==> src/rtl/wfx_pkg.sv <==
package wfx_pkg;
  typedef enum logic [1:0] {
    ST_IDLE,
    ST_STAT,
    ST_TIME,
    ST_FIN
  } wfx_state_e;
endpackage

==> src/rtl/wfx_buffer.sv <==
module wfx_buffer #(
  parameter int DW    = 48,
  parameter int DEPTH = 64,
  parameter int AW    = $clog2(DEPTH)
) (
  input  logic          clk,
  input  logic          we,
  input  logic [AW-1:0] waddr,
  input  logic [DW-1:0] wdata,
  input  logic [AW-1:0] raddr,
  output logic [DW-1:0] rdata
);
  logic [DW-1:0] mem [DEPTH];

  always_ff @(posedge clk) begin
    if (we) mem[waddr] <= wdata;
    rdata <= mem[raddr];
  end
endmodule

==> src/rtl/wfx_stat_scan.sv <==
module wfx_stat_scan #(
  parameter int SW   = 16,
  parameter int AW   = 6,
  parameter int CW   = 7,
  parameter int SUMW = SW + CW
) (
  input  logic            clk,
  input  logic            rst,
  input  logic            clr,
  input  logic            vld,
  input  logic [AW-1:0]   idx,
  input  logic [SW-1:0]   gate,
  input  logic [SW-1:0]   vd,
  input  logic [SW-1:0]   id,
  input  logic [SW-1:0]   ilevel,
  input  logic [AW-1:0]   on_first,
  input  logic [AW-1:0]   on_last,
  output logic [SW-1:0]   gmin,
  output logic [SW-1:0]   gmax,
  output logic            hit,
  output logic [SW-1:0]   vth,
  output logic [SUMW-1:0] sum_vd,
  output logic [SUMW-1:0] sum_id,
  output logic [CW-1:0]   on_cnt
);
  logic in_win;
  assign in_win = (idx >= on_first) && (idx <= on_last);

  always_ff @(posedge clk) begin
    if (rst || clr) begin
      gmin   <= '1;
      gmax   <= '0;
      hit    <= 1'b0;
      vth    <= '0;
      sum_vd <= '0;
      sum_id <= '0;
      on_cnt <= '0;
    end else if (vld) begin
      if (gate < gmin) gmin <= gate;
      if (gate > gmax) gmax <= gate;
      if (!hit && (id >= ilevel)) begin
        hit <= 1'b1;
        vth <= gate;
      end
      if (in_win) begin
        sum_vd <= sum_vd + {{CW{1'b0}}, vd};
        sum_id <= sum_id + {{CW{1'b0}}, id};
        on_cnt <= on_cnt + 1'b1;
      end
    end
  end
endmodule

==> src/rtl/wfx_rise_scan.sv <==
module wfx_rise_scan #(
  parameter int SW = 16,
  parameter int AW = 6
) (
  input  logic          clk,
  input  logic          rst,
  input  logic          clr,
  input  logic          vld,
  input  logic [AW-1:0] idx,
  input  logic [SW-1:0] gate,
  input  logic [SW:0]   lo_mark,
  input  logic [SW-1:0] hi_mark,
  output logic          found,
  output logic [AW-1:0] tau
);
  logic          started;
  logic [AW-1:0] t0;
  logic          above_lo, started_now;

  assign above_lo    = {1'b0, gate} > lo_mark;
  assign started_now = started || above_lo;

  always_ff @(posedge clk) begin
    if (rst || clr) begin
      started <= 1'b0;
      t0      <= '0;
      found   <= 1'b0;
      tau     <= '0;
    end else if (vld) begin
      if (!started && above_lo) begin
        started <= 1'b1;
        t0      <= idx;
      end
      if (!found && started_now && (gate >= hi_mark)) begin
        found <= 1'b1;
        tau   <= started ? (idx - t0) : '0;
      end
    end
  end


  found_after_start_chk: assert property (@(posedge clk) disable iff (rst)
    found |-> started);
endmodule

==> src/rtl/wfx_top.sv <==
module wfx_top #(
  parameter int N_SAMP = 64,
  parameter int SW     = 16,
  localparam int AW    = $clog2(N_SAMP),
  localparam int CW    = $clog2(N_SAMP + 1),
  localparam int SUMW  = SW + CW
) (
  input  logic            clk,
  input  logic            rst,
  input  logic            wr_en,
  input  logic [AW-1:0]   wr_addr,
  input  logic [SW-1:0]   wr_gate,
  input  logic [SW-1:0]   wr_vd,
  input  logic [SW-1:0]   wr_id,
  input  logic            start,
  input  logic [SW-1:0]   cfg_margin,
  input  logic [SW-1:0]   cfg_ilevel,
  input  logic [AW-1:0]   cfg_on_first,
  input  logic [AW-1:0]   cfg_on_last,
  output logic            busy,
  output logic            done,
  output logic [AW-1:0]   tau,
  output logic            tau_ok,
  output logic [SW-1:0]   vth,
  output logic            vth_ok,
  output logic [SUMW-1:0] sum_vd,
  output logic [SUMW-1:0] sum_id,
  output logic [CW-1:0]   on_cnt
);
  import wfx_pkg::*;

  localparam int DW = 3 * SW;

  function automatic logic [SW-1:0] level63(input logic [SW-1:0] lo, input logic [SW-1:0] hi);
    logic [SW+7:0] prod;
    prod = {8'd0, hi - lo} * (SW+8)'(161);
    return lo + prod[SW+7:8];
  endfunction

  wfx_state_e    state;
  logic [CW-1:0] cnt;
  logic          issue, d_vld;
  logic [AW-1:0] d_idx;
  logic          buf_we;
  logic [DW-1:0] rdata;
  logic [SW-1:0] r_gate, r_vd, r_id;
  logic [SW-1:0] k_margin, k_ilevel;
  logic [AW-1:0] k_first, k_last;
  logic          clr_stat, clr_rise, pass_end;

  logic [SW-1:0]   gmin, gmax, s_vth;
  logic            s_hit;
  logic [SUMW-1:0] s_svd, s_sid;
  logic [CW-1:0]   s_cnt;
  logic            r_found;
  logic [AW-1:0]   r_tau;
  logic [SW:0]     lo_mark;
  logic [SW-1:0]   hi_mark;

  assign issue    = ((state == ST_STAT) || (state == ST_TIME)) && (cnt < CW'(N_SAMP));
  assign pass_end = !issue && !d_vld;
  assign buf_we   = wr_en && (state == ST_IDLE);
  assign clr_stat = (state == ST_IDLE) && start;
  assign clr_rise = (state == ST_STAT) && pass_end;
  assign busy     = (state != ST_IDLE);
  assign {r_gate, r_vd, r_id} = rdata;
  assign lo_mark  = {1'b0, gmin} + {1'b0, k_margin};
  assign hi_mark  = level63(gmin, gmax);

  wfx_buffer #(.DW(DW), .DEPTH(N_SAMP), .AW(AW)) i_buf (
    .clk   (clk),
    .we    (buf_we),
    .waddr (wr_addr),
    .wdata ({wr_gate, wr_vd, wr_id}),
    .raddr (cnt[AW-1:0]),
    .rdata (rdata)
  );

  wfx_stat_scan #(.SW(SW), .AW(AW), .CW(CW), .SUMW(SUMW)) i_stat (
    .clk      (clk),
    .rst      (rst),
    .clr      (clr_stat),
    .vld      (d_vld && (state == ST_STAT)),
    .idx      (d_idx),
    .gate     (r_gate),
    .vd       (r_vd),
    .id       (r_id),
    .ilevel   (k_ilevel),
    .on_first (k_first),
    .on_last  (k_last),
    .gmin     (gmin),
    .gmax     (gmax),
    .hit      (s_hit),
    .vth      (s_vth),
    .sum_vd   (s_svd),
    .sum_id   (s_sid),
    .on_cnt   (s_cnt)
  );

  wfx_rise_scan #(.SW(SW), .AW(AW)) i_rise (
    .clk     (clk),
    .rst     (rst),
    .clr     (clr_rise),
    .vld     (d_vld && (state == ST_TIME)),
    .idx     (d_idx),
    .gate    (r_gate),
    .lo_mark (lo_mark),
    .hi_mark (hi_mark),
    .found   (r_found),
    .tau     (r_tau)
  );

  always_ff @(posedge clk) begin
    if (rst) begin
      state    <= ST_IDLE;
      cnt      <= '0;
      d_vld    <= 1'b0;
      d_idx    <= '0;
      k_margin <= '0;
      k_ilevel <= '0;
      k_first  <= '0;
      k_last   <= '0;
      done     <= 1'b0;
      tau      <= '0;
      tau_ok   <= 1'b0;
      vth      <= '0;
      vth_ok   <= 1'b0;
      sum_vd   <= '0;
      sum_id   <= '0;
      on_cnt   <= '0;
    end else begin
      d_vld <= issue;
      d_idx <= cnt[AW-1:0];
      done  <= 1'b0;
      unique case (state)
        ST_IDLE: if (start) begin
          state    <= ST_STAT;
          cnt      <= '0;
          k_margin <= cfg_margin;
          k_ilevel <= cfg_ilevel;
          k_first  <= cfg_on_first;
          k_last   <= cfg_on_last;
        end
        ST_STAT: begin
          if (issue) cnt <= cnt + 1'b1;
          else if (!d_vld) begin
            state <= ST_TIME;
            cnt   <= '0;
          end
        end
        ST_TIME: begin
          if (issue) cnt <= cnt + 1'b1;
          else if (!d_vld) state <= ST_FIN;
        end
        ST_FIN: begin
          state  <= ST_IDLE;
          done   <= 1'b1;
          tau    <= r_found ? r_tau : '0;
          tau_ok <= r_found;
          vth    <= s_hit ? s_vth : '0;
          vth_ok <= s_hit;
          sum_vd <= s_svd;
          sum_id <= s_sid;
          on_cnt <= s_cnt;
        end
        default: state <= ST_IDLE;
      endcase
    end
  end


  done_pulse_chk: assert property (@(posedge clk) disable iff (rst)
    done |=> !done);

  done_ends_busy_chk: assert property (@(posedge clk) disable iff (rst)
    done |-> ($past(busy) && !busy));

  span_order_chk: assert property (@(posedge clk) disable iff (rst)
    (state == ST_TIME) |-> (gmin <= gmax));

  tau_clear_chk: assert property (@(posedge clk) disable iff (rst)
    !tau_ok |-> (tau == '0));

  vth_clear_chk: assert property (@(posedge clk) disable iff (rst)
    !vth_ok |-> (vth == '0));

  on_cnt_range_chk: assert property (@(posedge clk) disable iff (rst)
    on_cnt <= CW'(N_SAMP));
endmodule

==> config.mk <==
export PLATFORM = sky130hd
export DESIGN_NAME = wfx_top
export DESIGN_NICKNAME = d
export VERILOG_FILES = /design/src/rtl/wfx_pkg.sv /design/src/rtl/wfx_buffer.sv /design/src/rtl/wfx_stat_scan.sv /design/src/rtl/wfx_rise_scan.sv /design/src/rtl/wfx_top.sv
export SDC_FILE = /design/constraint.sdc
export NUM_CORES = 2
export LEC_CHECK = 0
export ABC_CLOCK_PERIOD_IN_PS = 18350
export BUFFER_PORTS_ARGS = -buffer_cell sky130_fd_sc_hd__buf_2
export CAP_MARGIN = 30
export CORE_MARGIN = 4
export CORE_UTILIZATION = 30
export CTS_CLUSTER_DIAMETER = 50
export CTS_CLUSTER_SIZE = 14
export DETAILED_ROUTE_END_ITERATION = 16
export SLEW_MARGIN = 20
export SYNTH_ARGS = -nofsm -noshare
export SYNTH_HDL_FRONTEND = slang
export SYNTH_SLANG_ARGS = --single-unit
==> constraint.sdc <==
create_clock -name clk -period 18.35 [get_ports clk]
set_input_delay 0.9175 -clock clk [delete_from_list [all_inputs] [get_ports clk]]
set_output_delay 0.9175 -clock clk [all_outputs]
set_load 0.01 [all_outputs]
After elaboration in Yosys (flattened, before gate mapping)
Memory sizes are Yosys's and may differ from the RTL's. A register that Yosys moved wholly into a read port is not among the register bits.
Index checks and enable logic that the tools add are counted.
{"block": "totals", "memories": 1, "word_cells": 105, "ram_bits": 3072, "output_inout_bits": 79, "ff_bits": 254}
{"memory": "i_buf.mem", "words": 64, "width": 48, "read_ports": 1, "rd_ports_with_merged_regs": 1, "write_ports": 1, "line_no": "wfx_buffer.sv:13", "source": "logic [DW-1:0] mem [DEPTH];"}
{"block": "classes", "reduce_logical": 33, "muxes": 17, "n_mul": 1, "eq_ne": 10, "n_addsub": 8, "n_lt_le_gt_ge": 8}
{"operator": "adder 23 x 16 -> 23 bit", "n": 2}
{"operator": ">= comparator 16 bit", "n": 2}
{"operator": "2-to-1 mux 7 bit", "n": 4}
{"operator": "multiplier 16 x 8 -> 24 bit, second input constant", "n": 1}
{"operator": "one-hot mux 7 bit (3 select lines)", "n": 1}
{"operator": "adder 16 x 16 -> 17 bit", "n": 1}
{"operator": "greater-than comparator 16 x 17 -> 1 bit", "n": 1}
{"operator": "adder 16 bit", "n": 1}
{"operator": "greater-than comparator 16 bit", "n": 1}
{"operator": "< comparator 16 bit", "n": 1}
{"operator": "2-to-1 mux 16 bit", "n": 1}
{"operator": "subtractor 16 bit", "n": 1}
{"operator": "adder 7 x 1 -> 7 bit, second input constant", "n": 2}
{"operator": "AND reduction 2 bit", "n": 7}
{"operator": "logical AND 1 bit", "n": 12}
{"operator": "2-to-1 mux 6 bit", "n": 2}
{"operator": "inequality test 2 bit, second input constant", "n": 6}
{"operator": "2-to-1 mux 2 bit", "n": 5}
{"operator": "one-hot mux 2 bit (4 select lines)", "n": 1}
{"operator": "< comparator 7 bit, second input constant", "n": 1}
{"operator": ">= comparator 6 bit", "n": 1}
{"operator": "<= comparator 6 bit", "n": 1}
{"operator": "subtractor 6 bit", "n": 1}
{"operator": "zero test 1 bit", "n": 5}
{"operator": "other kinds (10)", "n": 16}

Depth between registers and ports, before layout
{"block": "depth", "ltp_word": 7, "depth_mapped": 42}

Cells and area by module
Synthesis repeated with hierarchy kept, for this count alone.
{"block": "hier_totals", "cells_unflattened": 7009, "hier_area_um2": 134137.4}
{"mod": "wfx_buffer", "area_each_um2": 117117.3, "cells_each": 4970, "n_inst": 1}
{"mod": "wfx_top", "area_each_um2": 8635.8, "cells_each": 989, "n_inst": 1}
{"mod": "wfx_stat_scan", "area_each_um2": 6767.7, "cells_each": 853, "n_inst": 1}
{"mod": "wfx_rise_scan", "area_each_um2": 1616.6, "cells_each": 197, "n_inst": 1}

Least setup slack after synthesis
No wires, ideal clock.
{"block": "synth_timing", "path_type": "register to register", "from": "register i_stat.gmin[1]", "to": "register i_rise.found", "period_less_slack_ns": 7.821, "required_ns": 18.235, "arrival_time_ns": 7.707, "stages_incl_launch_ff": 41, "slack_ns": 10.529, "setup_ns": 0.115, "path_cell_list": "dfxtp_1 > inv_1 > ha_1 > nor2b_1 > o31a_1 > o21a_1 > nor2_1 > o21bai_1 > a21oi_1 > xnor2_1 > ha_1 > ha_1 > inv_1 > fa_1 > inv_1 > ha_1 > ha_1 > o21a_1 > [5 not listed] > a21oi_1 > xnor2_1 > ha_1 > a21oi_1 > o21bai_1 > a21oi_1 > o31ai_1 > a21o_1 > a21oi_1 > xor2_1 > ha_1 > and4_1 > a2111oi_0 > o211ai_1 > a31oi_1 > nand2b_1 > a21oi_1 > o21a_1"}
{"block": "synth_via", "elab_chain_cells": 6, "elab_cells_between_ends": 10, "classes_between": "add/sub: 3; mul: 1; order compare: 2; reduce/logical: 4"}
{"item": "start: declaration", "line_no": "wfx_stat_scan.sv:18", "source": "output logic [SW-1:0] gmin,"}
{"item": "start signal: assignment", "line_no": "wfx_stat_scan.sv:39", "source": "if (gate < gmin) gmin <= gate;"}
{"item": "subtractor 16 bit or adder 16 x 16 -> 17 bit (tied branches)", "line_no": "wfx_top.sv:36, wfx_top.sv:67"}
{"item": "multiplier 16 x 8 -> 24 bit or greater-than comparator 16 x 17 -> 1 bit (tied branches)", "line_no": "wfx_top.sv:36, wfx_rise_scan.sv:20"}
{"item": "adder 16 bit or logical OR 1 bit (tied branches)", "line_no": "wfx_top.sv:37, wfx_rise_scan.sv:21"}
{"item": ">= comparator 16 bit or logical AND 1 bit (tied branches)", "line_no": "wfx_rise_scan.sv:34", "source": "if (!found && started_now && (gate >= hi_mark)) begin"}
{"item": "logical AND 1 bit *", "line_no": "wfx_rise_scan.sv:34"}
{"item": "AND reduction 2 bit (no source line) *"}
{"item": "end signal: assignment", "line_no": "wfx_rise_scan.sv:27", "source": "found <= 1'b0;"}
{"item": "end signal: assignment", "line_no": "wfx_rise_scan.sv:35", "source": "found <= 1'b1;"}
{"item": "end: declaration", "line_no": "wfx_rise_scan.sv:13", "source": "output logic found,"}
Every way passes the cells marked *; elsewhere a longest branch is shown, timed or not.
A chain may end at the register's enable or synchronous reset.

Worst setup path after layout
{"block": "layout_timing", "from": "register i_stat.gmin[2]", "to": "register i_rise.found"}
Same word-level chain as after synthesis.

==> out/metrics.sh <==
IR_DROP_uV=74.28
WORSTSETUPSTARTPOINTTYPE='register'
SETUP-VIOLATIONS-FINAL=0
DESTINATION_OF_THE_WORST_HOLD_PATH='k_margin[15]$_SDFFE_PP0P_'
WORSTREG2REGEND='i_rise.found$_SDFFE_PP0P_'
SYNTH_COMMONEST_CELLS='edfxtp_1 (3072), mux4_2 (993), dfxtp_1 (302)'
POST_CTS_RESIZED=0
CPMAXSTAGEDELAYCELL='o41ai_1'
REG2REG_DEPTH=37
CRIT_PATH_FREQUENT_CELL='ha_1'
FINALNETCOUNT=7281
FINALWORSTSETUPSLACK_PS=8893
FLOORPLAN.INITIALDENSITY_PCT=30.10
PRE_CTS_WORST_SETUP_SLACK_PS=8921
TIMING.HOLD.WS_PS=255.8
GLOBAL_ROUTE_WIRE_LENGTH_BEFORE_REPAIR_UM=540800
FLOORPLAN.DIE.WIDTH_UM=676.3
CRIT_ARRIVAL_PS=10240
SYNTH-EDFF-COUNT=3072
SYNTHESIS.AREA_UM2=134000
HOLD_PATH_DEPTH=3
FIRST_GLOBAL_VIAS=67710
ROUTE.DETAILED.DRC=0
OUTCOME='finished, final reports clean'
YOSYS.AREA.TOP_TYPE='edfxtp_1'
NUM_ROWS=245
YOSYS_MOST_USED_DFF='edfxtp_1'
SYNTH.LIB_CELLS_USED.DISTINCT=68
FINALMAXSLEWVIOLATIONS=0
NUM_VIAS=68560
ROUTABILITYCONGESTION=0.8150
SYNTH_TOP_AREA_SHARE_PCT=68.84
POST-DP-HPWL_UM=222100
DETAIL_ROUTE.WL_PER_CELL_UM=29.72
MAX_CAP_VIOLATIONS=0
MAPPEDNETLISTNETS=6837
MIN_PERIOD_OVER_PERIOD_PCT=51.54
RSZ0062_AT_GRT='false'
POST-CTS-SETUP-BUFFER-COUNT=0
CELLPOWERDENSITY_nW_PER_UM2=113.2
NUMBER_OF_NETS_WITH_ANTENNA_VIOLATIONS_AFTER_ROUTING=0
HOLD_BUFFERS=0
WORST_SLEW_MARGIN_REL_PCT=28.85
PLACEDINSTANCEAREA_UM2=143300
SYN-MEAN-INSTANCE-AREA_UM2=20.71
CTS-ROOT-BUF='clkbuf_16'
SETUP_TNS_PS=0
CLOCK_LATENCY_OF_THE_LATER_CLOCKED_REGISTER_IN_THE_WORST_SKEW_PAIR_PS=940
YS_TOP_CELLS_BY_AREA='edfxtp_1 (69%), mux4_2 (17%), dfxtp_1 (4.5%), ha_1 (2.3%), nor2_1 (0.75%)'
TIMING.REG2REG.SETUP_SLACK_PS=8890
FINALPOWER_mW=17.51
POWER.LEAKAGE_nW=47.85
FILLCELLCOUNT=40960
WORST_R2R_STARTPOINT='i_stat.gmin[2]$_SDFFE_PP1P_'
WORSTMARGINPINSLEW_PS=1067
MIN_PATH_TYPE='in2reg'
GRT_START_MAX_NET_PINS=146
STDCELL_AREA_UM2=154700
HTREE_LEVELS=5
NUM_IO_PINS=181
TIMING.CRITICAL_PATH.TO_TYPE='register'
BUFFER_PORTS.INSERTED=180
ANTENNA_FOUND_INITIAL=70
CTS_MADE_BUFFERS=321
FINALCOREUTILIZATION_PCT=34.75
CLK_TRANSITION_REPORTED_PATHS_PS=70
HOLDCRITSTARTPOINT='cfg_margin[15]'
CRIT_PATH_LARGEST_CELL_DELAY_PS=670
VIASPERCELL=5.251
LAYOUT-DRIVE-GT1-SHARE_PCT=27.84
FINALNONFILLERCELLS=13060
DETAIL_ROUTE.ITER0.VIOLATIONS=9343
GRT_OVERFLOW=0
SYNTH.FF_LATCH_COUNT=3374
AREA.GROWTH.SYNTH_TO_FINAL_PCT=15.42
FLOORPLAN.DIE_AREA_UM2=457400
ACHIEVABLE-FREQUENCY_MHz=105.7
SYNTH-ASYNC-RESET-RATIO_PCT=0
CLK_PATH_BUF_DEPTH=4
TIMING.CRITICAL_PATH.REQUIRED_PS=19130
GRT_USAGE_PCT=16.56
DP_CELLS=12470
SYNTH_WARNINGS=0
CTS_TREE='yes'
MOST_COMMON_CELL_IN_THE_SYNTHESIZED_NETLIST='edfxtp_1'
DIE_Y_UM=676.3
FP.COREAREA_UM2=445100
HOLD_VIOL_FINAL=0
SYNTHESIS.INSTANCES=6470
LAYOUT_MIN_CYCLE_TIME_PS=9457
CLOCK-SKEW-FINAL_PS=72.41
CP_MAX_FO=7
WIRELENGTH_UM=388000
CRITICALPATHCATEGORY='reg2reg'
SEQ_AREA_FRAC_SYNTH_PCT=73.36
CLKSINKCOUNT=3374
DRT_PASS1_ITERATIONS=5
## cell type report
class	instances	area [µm²]	area share [%]
sequential	3374	98320	63.57
inverter	124	465.4	0.3009
tap	5928	7417	4.796
timing repair buffer	422	3826	2.474
clock inverter	144	1784	1.154
antenna	26	65.06	0.04207
multi-input combinational	2671	34460	22.28
clock buffer	369	8327	5.384
## sequential cells by signal (all words and copies together) (netlist names), 23 cells and up
signal / flops
i_stat.sum_id: 23
i_buf.mem: 3072
sum_vd: 23
i_stat.sum_vd: 23
sum_id: 23
i_buf.rdata: 48
## worst max-delay path: cells and delay by family (launching register included)
family,cells,cell delay [ps]
AOI/OAI and AO/OA,18,4650
DFF,1,420
adders and majority gates,8,2590
and+or+nand+nor,6,1140
xor gates and xnor gates,2,390
buffers and inverters,3,190
## layout by cell type, fill, tap and decap left out, types with 13 or more instances in the layout
cell type,netlist,layout
xor2_1,38,38
buf_12,0,50
nand4_1,19,19
nor2_1,268,202
mux2i_1,98,98
nor2b_1,29,29
a22oi_1,21,21
clkinv_1,1,20
clkinvlp_4,0,13
inv_6,0,22
nor3_1,45,45
buf_16,0,22
buf_2,77,172
a21o_1,39,39
and3_1,16,16
clkinv_4,0,14
edfxtp_1,3072,3072
mux4_2,993,993
bufinv_16,0,23
nand3_1,100,100
mux2_2,16,16
nor2_4,0,65
buf_4,14,174
xnor2_1,54,54
inv_1,123,123
fa_1,15,15
o21a_1,25,25
nand2_1,218,218
diode_2,0,26
o211ai_1,13,13
clkbuf_1,177,40
a211oi_1,18,17
clkinv_2,0,28
o21ai_0,116,112
clkbuf_16,0,324
nand2b_1,15,14
or3_1,15,15
ha_1,250,249
a21oi_1,147,147
dfxtp_1,302,296
## kinds of logic after synthesis
group           count (synthesis)  share of synthesized area [%]
flops                        3374                          73.36
mux                          1107                          17.56
simple gates                  761                          2.538
compound gates                446                          2.059
buf+inv                       425                          1.330
fa+ha+maj                     265                          2.559
xor+xnor                       92                         0.6013
## metal layers
metal / track usage [%] / routed length [µm]
met5: 0 / 184
met4: 4.650 / 11620
met2: 25.67 / 177900
met1: 23.38 / 159000
met3: 3.772 / 39370
## how the worst max path moves through the flow
stage | slack, ps | endpoint | cells after the start | start
2_1_floorplan | 10530 | i_rise.found$_SDFFE_PP0P_ | 40 | i_stat.gmin[1]$_SDFFE_PP1P_
3_3_place_gp | 8930 | i_rise.found$_SDFFE_PP0P_ | 37 | i_stat.gmin[2]$_SDFFE_PP1P_
3_5_place_dp | 8920 | i_rise.found$_SDFFE_PP0P_ | 37 | i_stat.gmin[2]$_SDFFE_PP1P_
4_1_cts | 8900 | i_rise.found$_SDFFE_PP0P_ | 37 | i_stat.gmin[2]$_SDFFE_PP1P_
5_1_grt | 7950 | i_rise.tau[5]$_SDFFE_PP0P_ | 37 | i_stat.gmin[2]$_SDFFE_PP1P_
6_report | 8890 | i_rise.found$_SDFFE_PP0P_ | 37 | i_stat.gmin[2]$_SDFFE_PP1P_
## power breakdown
part / internal, mW / leakage [nW] / total [mW] / switching, mW
registers: 8.46 / 30.1 / 8.56 / 0.0968
clock network: 3.61 / 4.90 / 6.55 / 2.94
logic: 1.12 / 12.9 / 2.40 / 1.28
Note: power is estimated with default switching activity, not from simulation.
